### config.mk
export PLATFORM = sky130hd
export DESIGN_NAME = iwin_top
export DESIGN_NICKNAME = d
export VERILOG_FILES = /design/src/rtl/iwin_pkg.sv /design/src/rtl/iwin_decode.sv /design/src/rtl/iwin_regs.sv /design/src/rtl/iwin_fsm.sv /design/src/rtl/iwin_top.sv
export SDC_FILE = /design/constraint.sdc
export NUM_CORES = 1
export LEC_CHECK = 0
export BUFFER_PORTS_ARGS = -buffer_cell sky130_fd_sc_hd__buf_2
export CAP_MARGIN = 20
export CORE_AREA = 3 3 122 124
export CTS_CLUSTER_DIAMETER = 40
export DETAILED_ROUTE_END_ITERATION = 16
export DIE_AREA = 0 0 125 127
export HOLD_SLACK_MARGIN = 0.15
export PLACE_DENSITY = 0.75
export SLEW_MARGIN = 20
export SYNTH_ARGS = -nofsm -noshare
export SYNTH_HDL_FRONTEND = slang
export SYNTH_SLANG_ARGS = --single-unit
### constraint.sdc
create_clock -name clk -period 1.8 [get_ports clk]
set_input_delay 0.18 -clock clk [delete_from_list [all_inputs] [get_ports clk]]
set_output_delay 0.18 -clock clk [all_outputs]
set_load 0.05 [all_outputs]
### src/rtl/iwin_pkg.sv
package iwin_pkg;

    localparam int WORD_W   = 64;
    localparam int FULL_LEN = 8;

    // Register indices on the configuration port.
    localparam int IX_PTR   = 0;
    localparam int IX_STAT  = 1;
    localparam int IX_DATA  = 2;
    localparam int IX_CAPEN = 3;
    localparam int IX_TIMER = 4;

    // Status flag positions.
    localparam int STAT_W   = 2;
    localparam int SB_UNK   = 0;
    localparam int SB_BAD   = 1;

    typedef enum logic [1:0] {
        ST_IDLE,
        ST_TGT,
        ST_RESP
    } win_state_e;

    typedef enum logic [2:0] {
        RK_PTR,
        RK_STAT,
        RK_DATA,
        RK_SINK,
        RK_NONE
    } reg_kind_e;

endpackage

### src/rtl/iwin_decode.sv
module iwin_decode
    import iwin_pkg::*;
#(
    parameter int IDX_W = 3
) (
    input  logic [IDX_W+2:0] addr,
    input  logic [3:0]       len,
    output logic [IDX_W-1:0] idx,
    output reg_kind_e        kind,
    output logic             malformed
);

    assign idx       = addr[IDX_W+2:3];
    assign malformed = (len != 4'(FULL_LEN)) || (addr[2:0] != 3'd0);

    always_comb begin
        if (idx == IDX_W'(IX_PTR)) begin
            kind = RK_PTR;
        end else if (idx == IDX_W'(IX_STAT)) begin
            kind = RK_STAT;
        end else if (idx == IDX_W'(IX_DATA)) begin
            kind = RK_DATA;
        end else if ((idx == IDX_W'(IX_CAPEN)) || (idx == IDX_W'(IX_TIMER))) begin
            kind = RK_SINK;
        end else begin
            kind = RK_NONE;
        end
    end

endmodule

### src/rtl/iwin_regs.sv
module iwin_regs
    import iwin_pkg::*;
#(
    parameter int TA_W = 12
) (
    input  logic              clk,
    input  logic              rst_n,
    input  logic              ptr_we,
    input  logic              stat_w1c,
    input  logic [WORD_W-1:0] wdata,
    input  logic              set_unk,
    input  logic              set_bad,
    output logic [TA_W-1:0]   ptr_q,
    output logic [STAT_W-1:0] stat_q
);

    logic [STAT_W-1:0] clr_mask;
    logic [STAT_W-1:0] set_mask;

    assign clr_mask = stat_w1c ? wdata[STAT_W-1:0] : '0;

    always_comb begin
        set_mask         = '0;
        set_mask[SB_UNK] = set_unk;
        set_mask[SB_BAD] = set_bad;
    end

    always_ff @(posedge clk) begin
        if (!rst_n) begin
            ptr_q  <= '0;
            stat_q <= '0;
        end else begin
            if (ptr_we) begin
                ptr_q <= wdata[TA_W-1:0];
            end
            stat_q <= (stat_q & ~clr_mask) | set_mask;
        end
    end


    ptr_load_chk: assert property (@(posedge clk) disable iff (!rst_n)
        ptr_we |=> ptr_q == $past(wdata[TA_W-1:0]));


    ptr_hold_chk: assert property (@(posedge clk) disable iff (!rst_n)
        !ptr_we |=> $stable(ptr_q));


    w1c_clear_chk: assert property (@(posedge clk) disable iff (!rst_n)
        (stat_w1c && !set_unk && !set_bad)
            |=> stat_q == ($past(stat_q) & ~$past(wdata[STAT_W-1:0])));


    stat_sticky_chk: assert property (@(posedge clk) disable iff (!rst_n)
        !stat_w1c |=> ($past(stat_q) & ~stat_q) == '0);

endmodule

### src/rtl/iwin_fsm.sv
module iwin_fsm
    import iwin_pkg::*;
#(
    parameter int IDX_W = 3,
    parameter int TA_W  = 12
) (
    input  logic              clk,
    input  logic              rst_n,
    input  logic              req_valid,
    input  logic              req_write,
    input  logic [WORD_W-1:0] req_wdata,
    input  logic [IDX_W-1:0]  idx,
    input  reg_kind_e         kind,
    input  logic              malformed,
    input  logic [TA_W-1:0]   ptr_q,
    input  logic [STAT_W-1:0] stat_q,
    input  logic              tgt_ack,
    input  logic [WORD_W-1:0] tgt_rdata,
    output logic              req_ready,
    output logic              rsp_valid,
    output logic [WORD_W-1:0] rsp_rdata,
    output logic              tgt_valid,
    output logic              tgt_write,
    output logic [TA_W-1:0]   tgt_addr,
    output logic [WORD_W-1:0] tgt_wdata,
    output logic              err_pulse,
    output logic [IDX_W-1:0]  err_offset,
    output logic              ptr_we,
    output logic              stat_w1c,
    output logic              set_unk,
    output logic              set_bad
);

    win_state_e        state_q;
    win_state_e        state_d;
    logic              accept;
    logic              good;
    logic              fwd;
    logic              bad_wr;
    logic [WORD_W-1:0] local_rd;
    logic [WORD_W-1:0] rdata_q;
    logic [WORD_W-1:0] wdata_q;
    logic              wr_q;
    logic              err_q;
    logic [IDX_W-1:0]  err_off_q;

    assign accept = req_valid && (state_q == ST_IDLE);
    assign good   = accept && !malformed;
    assign fwd    = good && (kind == RK_DATA);
    assign bad_wr = good && req_write && (kind == RK_NONE);

    assign ptr_we   = good && req_write && (kind == RK_PTR);
    assign stat_w1c = good && req_write && (kind == RK_STAT);
    assign set_unk  = bad_wr;
    assign set_bad  = accept && malformed;

    always_comb begin
        local_rd = '0;
        if (!malformed && !req_write) begin
            case (kind)
                RK_PTR:  local_rd[TA_W-1:0]   = ptr_q;
                RK_STAT: local_rd[STAT_W-1:0] = stat_q;
                default: local_rd             = '0;
            endcase
        end
    end

    // Next-state logic.
    always_comb begin
        state_d = state_q;
        unique case (state_q)
            ST_IDLE: begin
                if (fwd) begin
                    state_d = ST_TGT;
                end else if (accept) begin
                    state_d = ST_RESP;
                end
            end
            ST_TGT: begin
                if (tgt_ack) begin
                    state_d = ST_RESP;
                end
            end
            ST_RESP: state_d = ST_IDLE;
            default: state_d = ST_IDLE;
        endcase
    end

    // State register.
    always_ff @(posedge clk) begin
        if (!rst_n) begin
            state_q <= ST_IDLE;
        end else begin
            state_q <= state_d;
        end
    end

    // Datapath registers.
    always_ff @(posedge clk) begin
        if (!rst_n) begin
            rdata_q   <= '0;
            wdata_q   <= '0;
            wr_q      <= 1'b0;
            err_q     <= 1'b0;
            err_off_q <= '0;
        end else begin
            err_q <= (accept && malformed) || bad_wr;
            if (accept) begin
                err_off_q <= idx;
            end
            if (fwd) begin
                wr_q    <= req_write;
                wdata_q <= req_wdata;
                rdata_q <= '0;
            end else if (accept) begin
                rdata_q <= local_rd;
            end else if ((state_q == ST_TGT) && tgt_ack && !wr_q) begin
                rdata_q <= tgt_rdata;
            end
        end
    end

    // Outputs.
    always_comb begin
        req_ready = 1'b0;
        tgt_valid = 1'b0;
        rsp_valid = 1'b0;
        unique case (state_q)
            ST_IDLE: req_ready = 1'b1;
            ST_TGT:  tgt_valid = 1'b1;
            ST_RESP: rsp_valid = 1'b1;
            default: req_ready = 1'b0;
        endcase
    end

    assign tgt_write  = wr_q;
    assign tgt_addr   = ptr_q;
    assign tgt_wdata  = wdata_q;
    assign rsp_rdata  = rdata_q;
    assign err_pulse  = err_q;
    assign err_offset = err_off_q;


    tgt_hold_chk: assert property (@(posedge clk) disable iff (!rst_n)
        (tgt_valid && !tgt_ack)
            |=> tgt_valid && $stable(tgt_addr) && $stable(tgt_wdata) && $stable(tgt_write));


    tgt_done_chk: assert property (@(posedge clk) disable iff (!rst_n)
        (tgt_valid && tgt_ack) |=> rsp_valid && !tgt_valid);


    rsp_single_chk: assert property (@(posedge clk) disable iff (!rst_n)
        rsp_valid |=> !rsp_valid && req_ready);


    local_rsp_chk: assert property (@(posedge clk) disable iff (!rst_n)
        (req_valid && req_ready && (malformed || (kind != RK_DATA))) |=> rsp_valid);


    busy_ready_chk: assert property (@(posedge clk) disable iff (!rst_n)
        tgt_valid |-> !req_ready);


    err_once_chk: assert property (@(posedge clk) disable iff (!rst_n)
        err_pulse |=> !err_pulse);


    err_with_rsp_chk: assert property (@(posedge clk) disable iff (!rst_n)
        err_pulse |-> rsp_valid);


    bad_no_tgt_chk: assert property (@(posedge clk) disable iff (!rst_n)
        (req_valid && req_ready && malformed) |=> !tgt_valid && err_pulse);

endmodule

### src/rtl/iwin_top.sv
module iwin_top
    import iwin_pkg::*;
#(
    parameter int IDX_W = 3,
    parameter int TA_W  = 12
) (
    input  logic              clk,
    input  logic              rst_n,
    input  logic              req_valid,
    output logic              req_ready,
    input  logic              req_write,
    input  logic [IDX_W+2:0]  req_addr,
    input  logic [3:0]        req_len,
    input  logic [WORD_W-1:0] req_wdata,
    output logic              rsp_valid,
    output logic [WORD_W-1:0] rsp_rdata,
    output logic              tgt_valid,
    output logic              tgt_write,
    output logic [TA_W-1:0]   tgt_addr,
    output logic [WORD_W-1:0] tgt_wdata,
    input  logic              tgt_ack,
    input  logic [WORD_W-1:0] tgt_rdata,
    output logic              err_pulse,
    output logic [IDX_W-1:0]  err_offset
);

    logic [IDX_W-1:0]  idx;
    reg_kind_e         kind;
    logic              malformed;
    logic [TA_W-1:0]   ptr_q;
    logic [STAT_W-1:0] stat_q;
    logic              ptr_we;
    logic              stat_w1c;
    logic              set_unk;
    logic              set_bad;

    iwin_decode #(.IDX_W(IDX_W)) u_decode (
        .addr      (req_addr),
        .len       (req_len),
        .idx       (idx),
        .kind      (kind),
        .malformed (malformed)
    );

    iwin_regs #(.TA_W(TA_W)) u_regs (
        .clk      (clk),
        .rst_n    (rst_n),
        .ptr_we   (ptr_we),
        .stat_w1c (stat_w1c),
        .wdata    (req_wdata),
        .set_unk  (set_unk),
        .set_bad  (set_bad),
        .ptr_q    (ptr_q),
        .stat_q   (stat_q)
    );

    iwin_fsm #(.IDX_W(IDX_W), .TA_W(TA_W)) u_fsm (
        .clk        (clk),
        .rst_n      (rst_n),
        .req_valid  (req_valid),
        .req_write  (req_write),
        .req_wdata  (req_wdata),
        .idx        (idx),
        .kind       (kind),
        .malformed  (malformed),
        .ptr_q      (ptr_q),
        .stat_q     (stat_q),
        .tgt_ack    (tgt_ack),
        .tgt_rdata  (tgt_rdata),
        .req_ready  (req_ready),
        .rsp_valid  (rsp_valid),
        .rsp_rdata  (rsp_rdata),
        .tgt_valid  (tgt_valid),
        .tgt_write  (tgt_write),
        .tgt_addr   (tgt_addr),
        .tgt_wdata  (tgt_wdata),
        .err_pulse  (err_pulse),
        .err_offset (err_offset),
        .ptr_we     (ptr_we),
        .stat_w1c   (stat_w1c),
        .set_unk    (set_unk),
        .set_bad    (set_bad)
    );

endmodule

---- Word-level counts from Yosys, hierarchy flattened ----
Index checks and enable logic that the tools add are counted.
storage, ports and cells
  output and inout bits ................... 148
  register bits ........................... 149
operators by class
  equality and inequality tests ........... 12
  bitwise logic cells ..................... 4
  reduce and logical (&&, ||, !) cells .... 24
  mux-type cells .......................... 17
operator list
  operator                                               count
  two-way mux 64 bit                                     2
  two-way mux 12 bit                                     1
  two-way mux 3 bit                                      4
  logical AND 1 bit                                      11
  two-way mux 10 bit                                     1
  == test 3 x 2 -> 1 bit, second input constant          3
  two-way mux 2 bit                                      4
  case mux 2 bit (2 select lines)                        2
  == test 3 x 1 -> 1 bit, second input constant          2
  == test 3 bit, second input constant                   2
  zero test 3 bit                                        2
  inequality test 4 bit, second input constant           1
  zero test 1 bit                                        3
  logical OR 1 bit                                       3
  two-way mux 1 bit                                      3
  inequality test 3 x 1 -> 1 bit, second input constant  1
  nonzero test 3 bit                                     1
  bitwise AND 2 bit                                      1
  == test 2 x 1 -> 1 bit, second input constant          1
  == test 2 bit, second input constant                   1
  zero test 2 bit                                        1
  inequality test 2 bit, second input constant           1
  inverter 2 bit                                         1
  bitwise OR 2 bit                                       1
  4 further kinds                                        4

---- Logic depth before layout (Yosys ltp) ----
  depth in word-level cells ............... 12
  gate-level depth with buffers ........... 8
  gate-level depth less buffers ........... 4

---- Modules after synthesis ----
Synthesis repeated with hierarchy kept, for this count alone.
unflattened totals
  cells, all modules ...................... 708
  area, all modules ....................... 6078.3 um^2
by module, submodules not included
  module       sequential area each (um^2)  area each (um^2)  cells an instance  instances
  iwin_fsm     2702.6                       5484.0            650                1
  iwin_regs    280.3                        520.5             46                 1
  iwin_decode  0.0                          73.8              12                 1

---- Worst setup path after synthesis ----
No wires, ideal clock.
  kind .................................... flip-flop to flip-flop
  start point ............................. reg u_fsm.wr_q, in the netlist u_fsm.tgt_write
  end point ............................... reg u_fsm.rdata_q[50], in the netlist u_fsm.rsp_rdata[50]
  stages on the path, launching flop included .. 8
  library setup time ...................... 0.066 ns
  slack ................................... -0.011 ns
  arrival ................................. 1.746 ns
  path buffers ............................ 3
  path through ............................ dfxtp_1 > nor4bb_1 > buf_2 > nor2_1 > buf_2 > buf_1 > a22oi_1 > nor2_1
between the ends
  cells in the longest elaborated chain, start to end .. 3
ends and longest elaborated chain
  element                       RTL line         RTL
  start: declaration            iwin_fsm.sv:43   logic wr_q;
  start signal: assignment      iwin_fsm.sv:112  wr_q <= req_write;
  zero test 1 bit               iwin_fsm.sv:117  end else if ((state_q == ST_TGT) && tgt_ack && !wr_q) begin
  logical AND 1 bit             iwin_fsm.sv:117
  nonzero test 2 bit (no line)  -
  end signal: assignment        iwin_fsm.sv:116  rdata_q <= local_rd;
  end signal: assignment        iwin_fsm.sv:118  rdata_q <= tgt_rdata;
  end: declaration              iwin_fsm.sv:41   logic [WORD_W-1:0] rdata_q;
Every way passes these cells.
A chain may end at the register's enable or synchronous reset.

---- Worst setup path after layout ----
  start point ............................. reg u_fsm.state_q[0]
  end point ............................... reg u_fsm.rdata_q[3], in the netlist u_fsm.rsp_rdata[3]
between the ends
  cells in the longest elaborated chain, start to end .. 5
ends and longest elaborated chain
  element                       RTL line        RTL
  start: declaration            iwin_fsm.sv:34  win_state_e state_q;
  start signal: assignment      iwin_fsm.sv:94  state_q <= state_d;
  zero test 2 bit               iwin_fsm.sv:47  assign accept = req_valid && (state_q == ST_IDLE);
  logical AND 1 bit             iwin_fsm.sv:47
  logical AND 1 bit             iwin_fsm.sv:48  assign good = accept && !malformed;
  logical AND 1 bit             iwin_fsm.sv:49  assign fwd = good && (kind == RK_DATA);
  OR reduction 2 bit (no line)  -
Parallel ways exist; a longest one is shown, timed or not.

==> flow_summary.yaml <==
layout:
  drive_above_1_share: 0.341
  multi_input_area_um2: 2440
  final_cell_area_um2: 9480
  synthToLayoutAreaGrowth_pct: 68.7
  antenna_cells: 0
  layout.nets: 1207
  layout_commonest_cell: "buf_2"
  most-common-layout-cells: "buf_2, dfxtp_1, nand2_1, dlygate4sd3_1, nor2_1"
  seq_area_um2: 2990
  fillerInstances: 1003
worst_setup_path:
  rr_endpoint: "u_fsm.rsp_rdata[3]$_SDFFE_PP0P_"
  crit_start: "u_fsm.state_q[0]$_SDFFE_PN0P_"
  critPathArrivalTime_ns: 2.06
  crit_end: "u_fsm.rsp_rdata[3]$_SDFFE_PP0P_"
  worst-setup-path-type: "register to register"
  cp-start-kind: "register"
  critPathRequiredTime_ns: 2.13
  cp-end-kind: "register"
  r2r-start: "u_fsm.state_q[0]$_SDFFE_PN0P_"
  r2r_setup_slack_ns: 0.07
  reg2reg_depth: 6
  cp_max_fo: 15
sta:
  tightest_slew_ns: 0.679
  max_freq_mhz: 579
  setup_viol: 0
  relSlewSlack: 0.547
  skew_ns: 0.0104
  period_needed_ns: 1.73
  setup_ws_ns: 0.0743
  finalHoldViolCount: 0
  period_share: 0.959
  drv_slew: 0
placement:
  place.gp.congestion: 0.814
  port_buffers: 290
  dp_hpwl_mm: 12.6
  dp_worst_setup_slack_ns: -0.0593
  place_area_um2: 7330
synthesis:
  yosysTopAreaCell: "dfxtp_1"
  postSynthAreaPerCell_um2: 8.71
  synth_seq_cells: 149
  synthArstFlopShare: 0
  synth_ff_type: "dfxtp_1"
  synth_area_leaders: "dfxtp_1, nand2_1, a21boi_0"
  ys_types: 34
  synth_top_family_by_area: "compound AO/OA/AOI/OAI gates"
  synth_top_cell_area_share: 0.531
  syn_area_um2: 5620
  synth-edff-count: 0
  synthXorXnorAreaFrac: 0
  synth_compound_area_frac: 0.223
  synthMuxAreaShare: 0.00178
  ys_seq_area_frac: 0.531
  syn_inst: 645
  synthAdderAreaFrac: 0
  synth_nets: 788
  synth-warning-count: 0
  yosys.area_share.simple: 0.199
detailed_routing:
  dr.pass1.iters: 5
  vias_per_cell: 5.19
  vias: 6522
  ant_nets: 0
  route.detailed.drc: 0
  drt_iter0_markers: 517
  wirelength_mm: 21.8
  routedWlPerCell_um: 17.4
grt:
  grt_max_degree: 66
  use_met3: 0.0719
  grt_pass1_wl_mm: 33.0
  antenna_found_initial: 1
  top_usage_layer: "met2"
  grt_pass1_vias: 6381
  grt_use_total: 0.257
  grtUsageMet1: 0.294
  grt.overflow.total: 0
  grtUsageMet2: 0.449
power_and_ir_drop:
  ir_drop_mv: 0.643
  leakage_nw: 4.20
  powerDensity_nw_per_um2: 846
clock_tree:
  root_buffer: "clkbuf_16"
  htreeDepth: 4
  cts_tree: "yes"
  clock-sinks: 149
  cts_buffers: 17
  clk_latency_ns: 0.42
  clock_path_buffers: 2
  clk_pin_slew_ns: 0.06
floorplanning:
  initial_core_util: 0.405
  core-area_um2: 13900
  fp.dieW_um: 125
  die_y_um: 127
  ioPinCount: 291
  fp-row-count: 43
  die-area_um2: 15900
run:
  cap_violations: 0
min_path:
  worstHoldPathType: "input port to register"
status:
  status: "completed"
layer usage:
| layer | vias up | wire length, µm |
|---|---|---|
| li1 | 3046 | - |
| met1 | 3090 | 8440 |
| met2 | 316 | 10900 |
| met3 | 68 | 1580 |
| met4 | 2 | 865 |
| met5 | - | 13 |
state kept, by name, summed over array words and instances, names as in the netlist:
name,count
u_fsm.err_offset,3
u_fsm.err_pulse,1
u_fsm.rsp_rdata,64
u_fsm.state_q,2
u_fsm.tgt_wdata,64
u_fsm.tgt_write,1
u_regs.ptr_q,12
u_regs.stat_q,2
Yosys cell counts (all sizes together), types with 7 or more instances:
library cell and instances:
nand2 145, a211oi 12, a21boi 80, a21oi 7
o21ai 22, dfxtp 149, nor2 66, clkbuf 37
buf 17, nand3 24, a22oi 49
through the flow:
| stage | power, W | util | cells | setup TNS (ns) | hold WS, ns |
|---|---|---|---|---|---|
| after global routing | 0.00826 | 0.683 | 1256 | -0.00327 | 0.161 |
| after CTS | 0.00801 | 0.672 | 1248 | -0.0230 | 0.156 |
| after floorplan | 0.00366 | - | 645 | 0 | 0.315 |
| after detailed placement | 0.00391 | 0.528 | 1083 | -1.76 | 0.430 |
| after global placement | 0.00391 | 0.528 | 1083 | -0.0475 | 0.422 |
| final | 0.00801 | 0.683 | 1256 | 0 | 0.160 |
power by group:
group	internal, W	switching, W
logic	0.000407	0.000360
registers	0.00332	0.0000137
clock network	0.00250	0.00141
cells by family (layout without fill, tap and decap cells):
logic type / count (synthesis) / in the layout
AOI/OAI and AO/OA: 177 / 177
buffers and inverters: 58 / 487
DFF: 149 / 149
muxes: 1 / 1
and+or+nand+nor: 260 / 262
timing repair:
item	CTS	global route
hold buffers	131	0
setup endpoints to repair	92	104
pin swaps	1	10
resized for setup	6	20
gates cloned	2	4
setup buffers	1	4
endpoints found under the hold margin	143	0
worst min-delay path by stage:
stage               slack (ns)  depth (start not counted)           from                               end
floorplan                 0.32                          2  tgt_rdata[60]  u_fsm.rsp_rdata[60]$_SDFFE_PP0P_
global placement          0.42                          3  tgt_rdata[62]  u_fsm.rsp_rdata[62]$_SDFFE_PP0P_
detailed placement        0.43                          3  req_wdata[59]  u_fsm.tgt_wdata[59]$_SDFFE_PN0P_
CTS                       0.16                          3   tgt_rdata[5]   u_fsm.rsp_rdata[5]$_SDFFE_PP0P_
global route              0.16                          3   tgt_rdata[5]   u_fsm.rsp_rdata[5]$_SDFFE_PP0P_
finish                    0.16                          3   tgt_rdata[5]   u_fsm.rsp_rdata[5]$_SDFFE_PP0P_
critical path: stages (launching register included):
cell and delay, ns:
dfxtp_4 0.37, or3b_4 0.43, buf_4 0.16, buf_4 0.18
nand2_2 0.21, nor2_1 0.07, a211oi_1 0.22
final cells by class:
class                      count  share of cell area
timing repair buffer         452               0.333
multi-input combinational    440               0.258
tap                          180              0.0238
inverter                       4             0.00158
sequential                   149               0.315
clock buffer                  19              0.0467
clock inverter                12              0.0213
Power figures use the tool's default switching activity.
